## config.mk

```make
export PLATFORM = sky130hd
export DESIGN_NAME = sysctl_unit
export DESIGN_NICKNAME = d
export VERILOG_FILES = /design/src/rtl/scu_pkg.sv /design/src/rtl/scu_decode.sv /design/src/rtl/scu_irq.sv /design/src/rtl/scu_regs.sv /design/src/rtl/sysctl_unit.sv
export SDC_FILE = /design/constraint.sdc
export NUM_CORES = 1
export LEC_CHECK = 0
export BUFFER_PORTS_ARGS = -buffer_cell sky130_fd_sc_hd__buf_2
export CAP_MARGIN = 20
export CORE_AREA = 2 2 107 109
export CTS_BUF_LIST = sky130_fd_sc_hd__clkbuf_16
export CTS_CLUSTER_DIAMETER = 200
export DETAILED_ROUTE_END_ITERATION = 6
export DIE_AREA = 0 0 109 111
export PLACE_DENSITY_LB_ADDON = 0.1
export SLEW_MARGIN = 20
export SYNTH_ARGS = -nofsm -noshare
export SYNTH_HDL_FRONTEND = slang
export SYNTH_HIERARCHICAL = 1
export SYNTH_SLANG_ARGS = --single-unit
```

## constraint.sdc

```tcl
create_clock -name clk -period 7.7 [get_ports clk]
set_input_delay 0.385 -clock clk [delete_from_list [all_inputs] [get_ports clk]]
set_output_delay 0.385 -clock clk [all_outputs]
set_load 0.02 [all_outputs]
```

## src/rtl/scu_pkg.sv

```systemverilog
package scu_pkg;
  localparam int XLEN      = 32;
  localparam int CODE_W    = 5;
  localparam int RIDX_W    = 5;

  localparam logic [5:0] OPC_SYSCTL = 6'b010000;
  localparam logic [4:0] SUB_READ   = 5'h00;
  localparam logic [4:0] SUB_WRITE  = 5'h04;
  localparam logic [4:0] SUB_CO     = 5'h10;
  localparam logic [5:0] FN_RETURN  = 6'h18;

  localparam logic [RIDX_W-1:0] CR_STATUS = 5'd12;
  localparam logic [RIDX_W-1:0] CR_CAUSE  = 5'd13;
  localparam logic [RIDX_W-1:0] CR_EPC    = 5'd14;

  localparam int ST_IE  = 0;
  localparam int ST_EXL = 1;
  localparam int ST_BEV = 22;
  localparam int CA_BD  = 31;
  localparam int CA_LSB = 2;

  localparam logic [XLEN-1:0] BASE_BOOT  = 32'hBFC0_0200;
  localparam logic [XLEN-1:0] BASE_RUN   = 32'h8000_0000;
  localparam logic [XLEN-1:0] VEC_OFFSET = 32'h0000_0180;
  localparam logic [XLEN-1:0] STATUS_RST = 32'h0040_0000;

  typedef struct packed {
    logic              rd_op;
    logic              wr_op;
    logic              ret_op;
    logic [RIDX_W-1:0] gpr;
    logic [RIDX_W-1:0] creg;
  } ctl_op_t;
endpackage

```

## src/rtl/scu_decode.sv

```systemverilog
module scu_decode
  import scu_pkg::*;
(
  input  logic            valid_i,
  input  logic [XLEN-1:0] instr_i,
  output ctl_op_t         op_o
);
  logic [5:0] opc;
  logic [4:0] sub;
  logic       low_zero;

  assign opc      = instr_i[31:26];
  assign sub      = instr_i[25:21];
  assign low_zero = (instr_i[10:0] == 11'd0);

  always_comb begin
    op_o      = '0;
    op_o.gpr  = instr_i[20:16];
    op_o.creg = instr_i[15:11];
    if (valid_i && opc == OPC_SYSCTL) begin
      op_o.rd_op  = low_zero && (sub == SUB_READ);
      op_o.wr_op  = low_zero && (sub == SUB_WRITE);
      op_o.ret_op = (sub == SUB_CO) && (instr_i[5:0] == FN_RETURN);
    end
  end
endmodule

```

## src/rtl/scu_irq.sv

```systemverilog
module scu_irq (
  input  logic clk,
  input  logic rst_n,
  input  logic irq_i,
  input  logic ie_i,
  input  logic exl_i,
  input  logic block_i,
  output logic take_o
);
  logic pend_q, pend_d;

  assign take_o = pend_q && ie_i && !exl_i && !block_i;

  always_comb begin
    pend_d = (pend_q && !take_o) || irq_i;
  end

  always_ff @(posedge clk or negedge rst_n) begin
    if (!rst_n) pend_q <= 1'b0;
    else        pend_q <= pend_d;
  end

  p_irq_masked_r6: assert property (@(posedge clk) disable iff (!rst_n)
    take_o |-> (ie_i && !exl_i && !block_i));
  p_pend_hold_r6: assert property (@(posedge clk) disable iff (!rst_n)
    (pend_q && !take_o) |=> pend_q);
endmodule

```

## src/rtl/scu_regs.sv

```systemverilog
module scu_regs
  import scu_pkg::*;
(
  input  logic              clk,
  input  logic              rst_n,
  input  logic              entry_i,
  input  logic [CODE_W-1:0] code_i,
  input  logic [XLEN-1:0]   pc_i,
  input  logic              bd_i,
  input  logic              ret_i,
  input  logic              st_we_i,
  input  logic [XLEN-1:0]   st_wdata_i,
  output logic [XLEN-1:0]   status_o,
  output logic [XLEN-1:0]   cause_o,
  output logic [XLEN-1:0]   epc_o
);
  logic [XLEN-1:0] status_q, status_d;
  logic [XLEN-1:0] cause_q, cause_d;
  logic [XLEN-1:0] epc_q, epc_d;
  logic            upd_en;

  assign upd_en = entry_i || ret_i || st_we_i;

  always_comb begin
    status_d = status_q;
    cause_d  = cause_q;
    epc_d    = epc_q;
    if (entry_i) begin
      if (!status_q[ST_EXL]) begin
        cause_d = '0;
        cause_d[CA_BD] = bd_i;
        epc_d = bd_i ? (pc_i - 32'd4) : pc_i;
      end
      cause_d[CA_LSB +: CODE_W] = code_i;
      status_d[ST_EXL] = 1'b1;
    end else if (ret_i) begin
      status_d[ST_EXL] = 1'b0;
    end else if (st_we_i) begin
      status_d = st_wdata_i;
    end
  end

  always_ff @(posedge clk or negedge rst_n) begin
    if (!rst_n) begin
      status_q <= STATUS_RST;
      cause_q  <= '0;
      epc_q    <= '0;
    end else if (upd_en) begin
      status_q <= status_d;
      cause_q  <= cause_d;
      epc_q    <= epc_d;
    end
  end

  assign status_o = status_q;
  assign cause_o  = cause_q;
  assign epc_o    = epc_q;

  p_exl_set_r3: assert property (@(posedge clk) disable iff (!rst_n)
    entry_i |=> status_q[ST_EXL]);
  p_epc_keep_r4: assert property (@(posedge clk) disable iff (!rst_n)
    (entry_i && status_q[ST_EXL]) |=> ($stable(epc_q) && $stable(cause_q[CA_BD])));
  p_code_load_r2: assert property (@(posedge clk) disable iff (!rst_n)
    entry_i |=> (cause_q[CA_LSB +: CODE_W] == $past(code_i)));
  p_ret_clear_r10: assert property (@(posedge clk) disable iff (!rst_n)
    (ret_i && !entry_i) |=> !status_q[ST_EXL]);
endmodule

```

## src/rtl/sysctl_unit.sv

```systemverilog
module sysctl_unit
  import scu_pkg::*;
(
  input  logic              clk,
  input  logic              rst_n,
  input  logic              exc_req_i,
  input  logic [CODE_W-1:0] exc_code_i,
  input  logic [XLEN-1:0]   pc_i,
  input  logic              in_bd_i,
  input  logic              irq_i,
  input  logic              instr_valid_i,
  input  logic [XLEN-1:0]   instr_i,
  input  logic [XLEN-1:0]   rt_value_i,
  output logic              redirect_o,
  output logic [XLEN-1:0]   redirect_pc_o,
  output logic              ll_clear_o,
  output logic              gpr_we_o,
  output logic [RIDX_W-1:0] gpr_waddr_o,
  output logic [XLEN-1:0]   gpr_wdata_o,
  output logic [XLEN-1:0]   status_o,
  output logic [XLEN-1:0]   cause_o,
  output logic [XLEN-1:0]   epc_o
);
  ctl_op_t           op;
  logic              irq_take, entry, ret_do, rd_do, st_we;
  logic [CODE_W-1:0] entry_code;
  logic [XLEN-1:0]   vector;
  logic [XLEN-1:0]   rd_val;

  scu_decode u_dec (
    .valid_i (instr_valid_i),
    .instr_i (instr_i),
    .op_o    (op)
  );

  scu_irq u_irq (
    .clk     (clk),
    .rst_n   (rst_n),
    .irq_i   (irq_i),
    .ie_i    (status_o[ST_IE]),
    .exl_i   (status_o[ST_EXL]),
    .block_i (exc_req_i),
    .take_o  (irq_take)
  );

  assign entry      = exc_req_i || irq_take;
  assign entry_code = exc_req_i ? exc_code_i : '0;
  assign ret_do     = op.ret_op && !entry;
  assign rd_do      = op.rd_op && !entry;
  assign st_we      = op.wr_op && !entry && (op.creg == CR_STATUS);

  scu_regs u_regs (
    .clk        (clk),
    .rst_n      (rst_n),
    .entry_i    (entry),
    .code_i     (entry_code),
    .pc_i       (pc_i),
    .bd_i       (in_bd_i),
    .ret_i      (ret_do),
    .st_we_i    (st_we),
    .st_wdata_i (rt_value_i),
    .status_o   (status_o),
    .cause_o    (cause_o),
    .epc_o      (epc_o)
  );

  assign vector = (status_o[ST_BEV] ? BASE_BOOT : BASE_RUN) + VEC_OFFSET;

  always_comb begin
    unique case (op.creg)
      CR_STATUS: rd_val = status_o;
      CR_CAUSE:  rd_val = cause_o;
      CR_EPC:    rd_val = epc_o;
      default:   rd_val = '0;
    endcase
  end

  assign redirect_o    = entry || ret_do;
  assign redirect_pc_o = entry ? vector : epc_o;
  assign ll_clear_o    = entry;
  assign gpr_we_o      = rd_do;
  assign gpr_waddr_o   = op.gpr;
  assign gpr_wdata_o   = rd_val;

  p_vec_low_r5: assert property (@(posedge clk) disable iff (!rst_n)
    (redirect_o && ll_clear_o) |-> (redirect_pc_o[11:0] inside {12'h180, 12'h380}));
  p_trap_no_write_r7: assert property (@(posedge clk) disable iff (!rst_n)
    ll_clear_o |-> !gpr_we_o);
  p_ret_target_r10: assert property (@(posedge clk) disable iff (!rst_n)
    (redirect_o && !ll_clear_o) |-> (redirect_pc_o == epc_o));
endmodule

```

# == After elaboration in Yosys (flattened, before gate mapping) ==
# Index checks and enable logic that the tools add are counted.
# totals
elab_cells,54
register_bits,71
# op_classes
n_mux,9
reduce_logical,27
addsub,2
bitwise,3
n_eq_ne,7
# op_table
cell,count
32-bit case mux with 3 select lines,1
32-bit 2-to-1 mux,2
32-bit by 9-bit adder with 32-bit output (second input constant),1
32-bit by 3-bit subtractor with 32-bit output (second input constant),1
30-bit 2-to-1 mux,1
5-bit by 4-bit == test with 1-bit output (second input constant),3
6-bit by 5-bit == test with 1-bit output (second input constant),2
1-bit logical AND,12
11-bit logical NOT,1
5-bit by 3-bit == test with 1-bit output (second input constant),1
5-bit == test (second input constant),1
5-bit logical NOT,1
5-bit 2-to-1 mux,1
1-bit logical NOT,4
1-bit logical OR,4
2-bit AND reduction,2
4-bit AND reduction,1
3-bit 2-to-1 mux,1
1-bit NOT,3
3-bit AND reduction,1
3-bit nonzero test,1
1-bit 2-to-1 mux,2
2-bit 2-to-1 mux,1

# == Depth between registers and ports, before layout ==
# depth
ltp_word,10
depth_mapped,10
ltp_nobuf,7

# == Cells and area by module ==
# Netlist, hierarchy kept.
# modules_own_cells
module,n_inst,cells_per_inst,area_each_um2,seq_area_each_um2
scu_regs,1,317,3435.8,1752.9
sysctl_unit,1,132,1266.2,0.0
scu_decode,1,23,165.2,0.0
scu_irq,1,5,60.1,25.0

# == Worst setup path before layout ==
# No wires, ideal clock.
# synth_timing
path_kind,reg2reg
start,register u_regs.status_q[1] (netlist: u_regs/status_o[1])
end,register u_regs.status_q[0] (netlist: u_regs/status_o[0])
path_buffers,3
slack_ps,4848
stages_incl_launch_ff,9
synth_period_minus_slack_ps,2852
arrival_time_ps,2727
path_cell_list,dfrtp_1 and4bb_2 nor2_1 clkbuf_1 inv_1 clkbuf_1 nor3b_1 clkbuf_1 mux2_2
# synth_via
elab_chain_len,9
# synth_lines
item,line_no,text
"start, declared",scu_regs.sv:17,"logic [XLEN-1:0] status_q, status_d;"
"start signal, assigned",scu_regs.sv:49,status_q <= status_d;
1-bit logical NOT *,n/a,
1-bit logical AND * (2 in series),scu_irq.sv:12,assign take_o = pend_q && ie_i && !exl_i && !block_i;
named net irq_take,sysctl_unit.sv:25,"logic irq_take, entry, ret_do, rd_do, st_we;"
1-bit logical OR *,sysctl_unit.sv:46,assign entry = exc_req_i || irq_take;
named net ll_clear_o,sysctl_unit.sv:16,"output logic ll_clear_o,"
1-bit logical NOT,"sysctl_unit.sv:48, sysctl_unit.sv:50",
"1-bit logical AND, on equally long branches","sysctl_unit.sv:48, sysctl_unit.sv:50",
1-bit logical OR / 1-bit logical AND (equally long branches),"scu_regs.sv:22, sysctl_unit.sv:50",
1-bit logical OR,scu_regs.sv:22,assign upd_en = entry_i || ret_i || st_we_i;
4-bit AND reduction (no source line) *,n/a,
# The timed path passes the listed nets; every way through them passes the cells marked *.
# A chain may end at the register's enable or synchronous reset.

# == Worst setup path in the final report ==
# layout_timing
start,register u_regs.status_q[1] (netlist: u_regs/status_o[1])
end,register u_regs.status_q[8] (netlist: u_regs/status_o[8])
# layout_via
elab_chain_len,9
# layout_lines
item,line_no
1-bit logical NOT *,n/a
1-bit logical AND * (2 in series),scu_irq.sv:12
named net irq_take,sysctl_unit.sv:25
1-bit logical OR *,sysctl_unit.sv:46
1-bit logical NOT,"sysctl_unit.sv:48, sysctl_unit.sv:50"
"1-bit logical AND, on equally long branches","sysctl_unit.sv:48, sysctl_unit.sv:50"
1-bit logical OR / 1-bit logical AND (equally long branches),"scu_regs.sv:22, sysctl_unit.sv:50"
1-bit logical OR,scu_regs.sv:22
4-bit AND reduction (no source line) *,n/a
# Marks and branches as above.

==> run summary <==
The worst register-to-register path has a depth of 6. The switching part of the total was 0.3051. At the end of routability-driven placement, the weighted congestion stood at 0.9196. Averaged over all synthesized cells, the footprint is 10.33 um2.

For the initial antenna violation count, the log shows 0. The analysis attributes to cell leakage a power of 0.003263 uW. The number of setup buffers added after CTS was 0; the layout cell share with drive strength beyond 1 was 0.5007. The biggest fanout along the worst timing path is 33.

For the final database, setup skew stands at 9.324 ps. The initial standard-cell utilization of the core came out at 0.4448. Hold repair after CTS inserted 0 buffers.

After detailed routing, the number of vias per cell comes to 5.518. The design internal power was 807.3 uW. The final critical-path share of the clock period was 0.4479. After legalization and detailed placement, the total HPWL measured 12380 um. TritonCTS built the clock tree.

The tree is rooted in a clkbuf_16. Global route total overflow: 0. Clock tree synthesis found a total of 71 sinks. The via count of the first global-routing pass was 4161. Traced cell by cell, the critical path runs through and4bb_2, nor2_4, inv_1, nor3b_4, buf_4, mux2_2. STA classifies the critical path endpoint as a flop.

Maximum resistive drop on vdd: 0.1000 mV. Yosys printed 6 warnings. For this run, the slowest stage of the critical path takes 770 ps.

In this run the cell area measured after placement is 5966 um2. The design draws 1162 uW. Before antenna repair, the detailed router went through 5 iterations. The slew at the pin closest to its max-slew limit came out at 956.0 ps. The clock period could shrink to 3449 ps. For this block, the via count after detailed routing is 4591. The final count of hold timing violations is 0, and the mean routed wirelength per cell is 19.99 um. The cell count after synthesis came out at 477.

The fraction of synthesized cell area taken by the top area cell type is 0.3555. The proportion of synthesized flip-flops having asynchronous set or reset is 1.000. For the net switching component of the power, the log shows 354.4 uW. The tools report the number of gates given a new drive strength after cts as 0.

The tightest min-delay check is of the in -> async type. The floorplan has 39 rows. For this run, the post-layout net count is 793.

The cell with the biggest individual delay on the critical path is nor3b_4. The tools report the maximum buffer depth of the clock tree as 2. Kind of launch point of the worst setup path: a flop.

The first global-routing pass estimated 24180 um of wire. Adding up every negative setup slack in the final design gives 0 ps. The overall routing resource usage was 0.2640. For the part of the total power dissipated in combinational logic, the log shows 0.214. Timing would allow up to 0.2900 GHz. For the total of endpoints with negative setup slack in the final report, the log shows 0. The sequential area share after synthesis is 0.3608, and the number of max-capacitance violations reported is 0. The detailed router finished its first iteration with 345 violations.

The maximum number of pins on one net before global-route repair is 72, and the cell area after synthesis is 4927 um2. The most used flip-flop cell after synthesis is dfrtp_1. The core area came out at 11080 um2.

The H-tree generated during clock tree synthesis spans 3 levels. The sequential share of power was 0.378. Setup repair after global routing left no endpoint under its margin. The tightest slew margin relative to the limit is 0.3608. Yosys instantiated no cell more often than dfrtp_1. At the worst endpoint, the arrival time is 3670 ps.

For the worst-skew pair, the clock arrives at the later sink with an insertion delay of 330 ps. 275 I/O pins were placed. Buffers inserted during clock tree synthesis total 9. The largest total area in the synthesized netlist belongs to dfrtp_1.

The repair_antennas step left the layout with diodes totalling 0. In this run the power density over the cells is 184.2 nW/um2. The count of flip-flops with a built-in enable after synthesis came out at 0. Ranked by total cell area, the synthesized netlist is headed by dfrtp_1, mux2_2, mux2_4, a32o_1, buf_4. The floorplan step set the die width to 109 um.

STA puts the critical path data required time at 7920 ps. The die covers 12100 um2. In this run the vertical extent of the chip is 111 um. The class of the most critical setup path was reg -> reg. The synthesized netlist contains 56 unique library cells. The run gives 0 as the final number of max-transition violations. The residual antenna-violating net count after detailed routing came out at 0. The commonest cells after synthesis are dfrtp_1, mux2_2, buf_4.

The run finished with clean final reports. The routed design has 16630 um of wire. For this run, design rule violations remaining after detail routing come to 0. After routing the design area is 6306 um2. Relative to the synthesized area, the layout overhead comes to 27.98%. During placement, the flow inserted port buffers numbering 238.

Synthesis inferred 71 register bits. The tools report the proportion of power drawn by the clock network as 0.408. Clock-pin slew was measured on the worst setup and hold paths at 60 ps.
layout by cell type (no fill, tap or decap), types with 7 or more instances in the layout:
| cell | count |
|---|---|
| a21o_1 | 9 |
| a31oi_1 | 16 |
| a32o_1 | 32 |
| and2_1 | 27 |
| buf_2 | 237 |
| buf_4 | 7 |
| clkbuf_16 | 9 |
| conb_1 | 26 |
| dfrtp_1 | 70 |
| mux2_2 | 39 |
| mux2_4 | 29 |
| nand2_1 | 31 |
| nor2_1 | 26 |
| nor3_1 | 7 |
| o21ai_0 | 15 |
| o31ai_1 | 11 |
| or3_1 | 10 |
| or4_1 | 10 |
per-stage QoR:
| step | setup WS, ps | std cells | util | hold WS (ps) |
|---|---|---|---|---|
| 3_3_place_gp | 3719 | 817 | 0.5380 | 477.2 |
| 4_1_cts | 3771 | 832 | 0.5688 | 223.4 |
| 3_5_place_dp | 3664 | 817 | 0.5386 | 507.8 |
| 2_1_floorplan | 4848 | 502 | - | 89.41 |
| 5_1_grt | 4047 | 832 | 0.5693 | 269.5 |
| 6_report | 4251 | 832 | 0.5693 | 181.0 |
sequential cells by signal, summed over array words and instances (netlist names):
| signal | flops |
|---|---|
| u_irq/pend_q | 1 |
| u_regs/cause_o | 6 |
| u_regs/epc_o | 32 |
| u_regs/status_o | 32 |
kinds of logic after synthesis:
logic type	after synthesis	share of synthesized area
AO/OA/AOI/OAI	91	0.1440
multiplexers	69	0.1795
buffers and inverters	76	0.1028
other	1	0.0007611
XOR/XNOR	10	0.01777
AND/OR/NAND/NOR	158	0.1917
adder cells (fa/ha/maj)	1	0.002539
flip-flops	71	0.3608
path summary, 6_finish.rpt:
check	slack, ps	startpoint	endpoint
worst max-delay path	4250	u_regs/status_o[1]	u_regs/status_o[8]
worst min-delay path	180	rst_n	u_regs/status_o[5]
worst max register to register	4250	u_regs/status_o[1]	u_regs/status_o[8]
worst min register to register	520	u_irq/pend_q	u_irq/pend_q
max in group asynchronous	6920	rst_n	u_regs/epc_o[0]
min in group clk	270	pc_i[0]	u_regs/epc_o[0]
critical path, delay by kind of cell, from the launching register on:
family | cells | cell delay [ps]
buffers and inverters | 2 | 780
DFF | 1 | 470
muxes | 1 | 380
and+or+nand+nor | 3 | 1700
power by group through the flow:
stage	logic [uW]	clock network [uW]	registers [uW]
2_1_floorplan	137	0	456
3_3_place_gp	245	0	444
3_5_place_dp	247	0	444
4_1_cts	248	481	438
5_1_grt	268	498	442
6_report	249	474	439
per-layer routing:
| metal | track usage | up-vias | wire (um) |
|---|---|---|---|
| li1 | - | 2135 | - |
| met1 | 0.3635 | 2229 | 7139 |
| met2 | 0.4277 | 207 | 8031 |
| met3 | 0.04586 | 20 | 1211 |
| met4 | 0.06752 | 0 | 246 |
| met5 | 0 | - | 0 |
area by class of cell:
cell class	instances	area, um2
Clock inverter	6	110.1
Inverter	4	15.01
Fill cell	1075	4771
Timing Repair Buffer	244	1239
Sequential cell	71	1778
Clock buffer	9	225.2
Tap cell	143	178.9
Multi-Input combinational cell	355	2760
(Power assumes the default switching activity.)
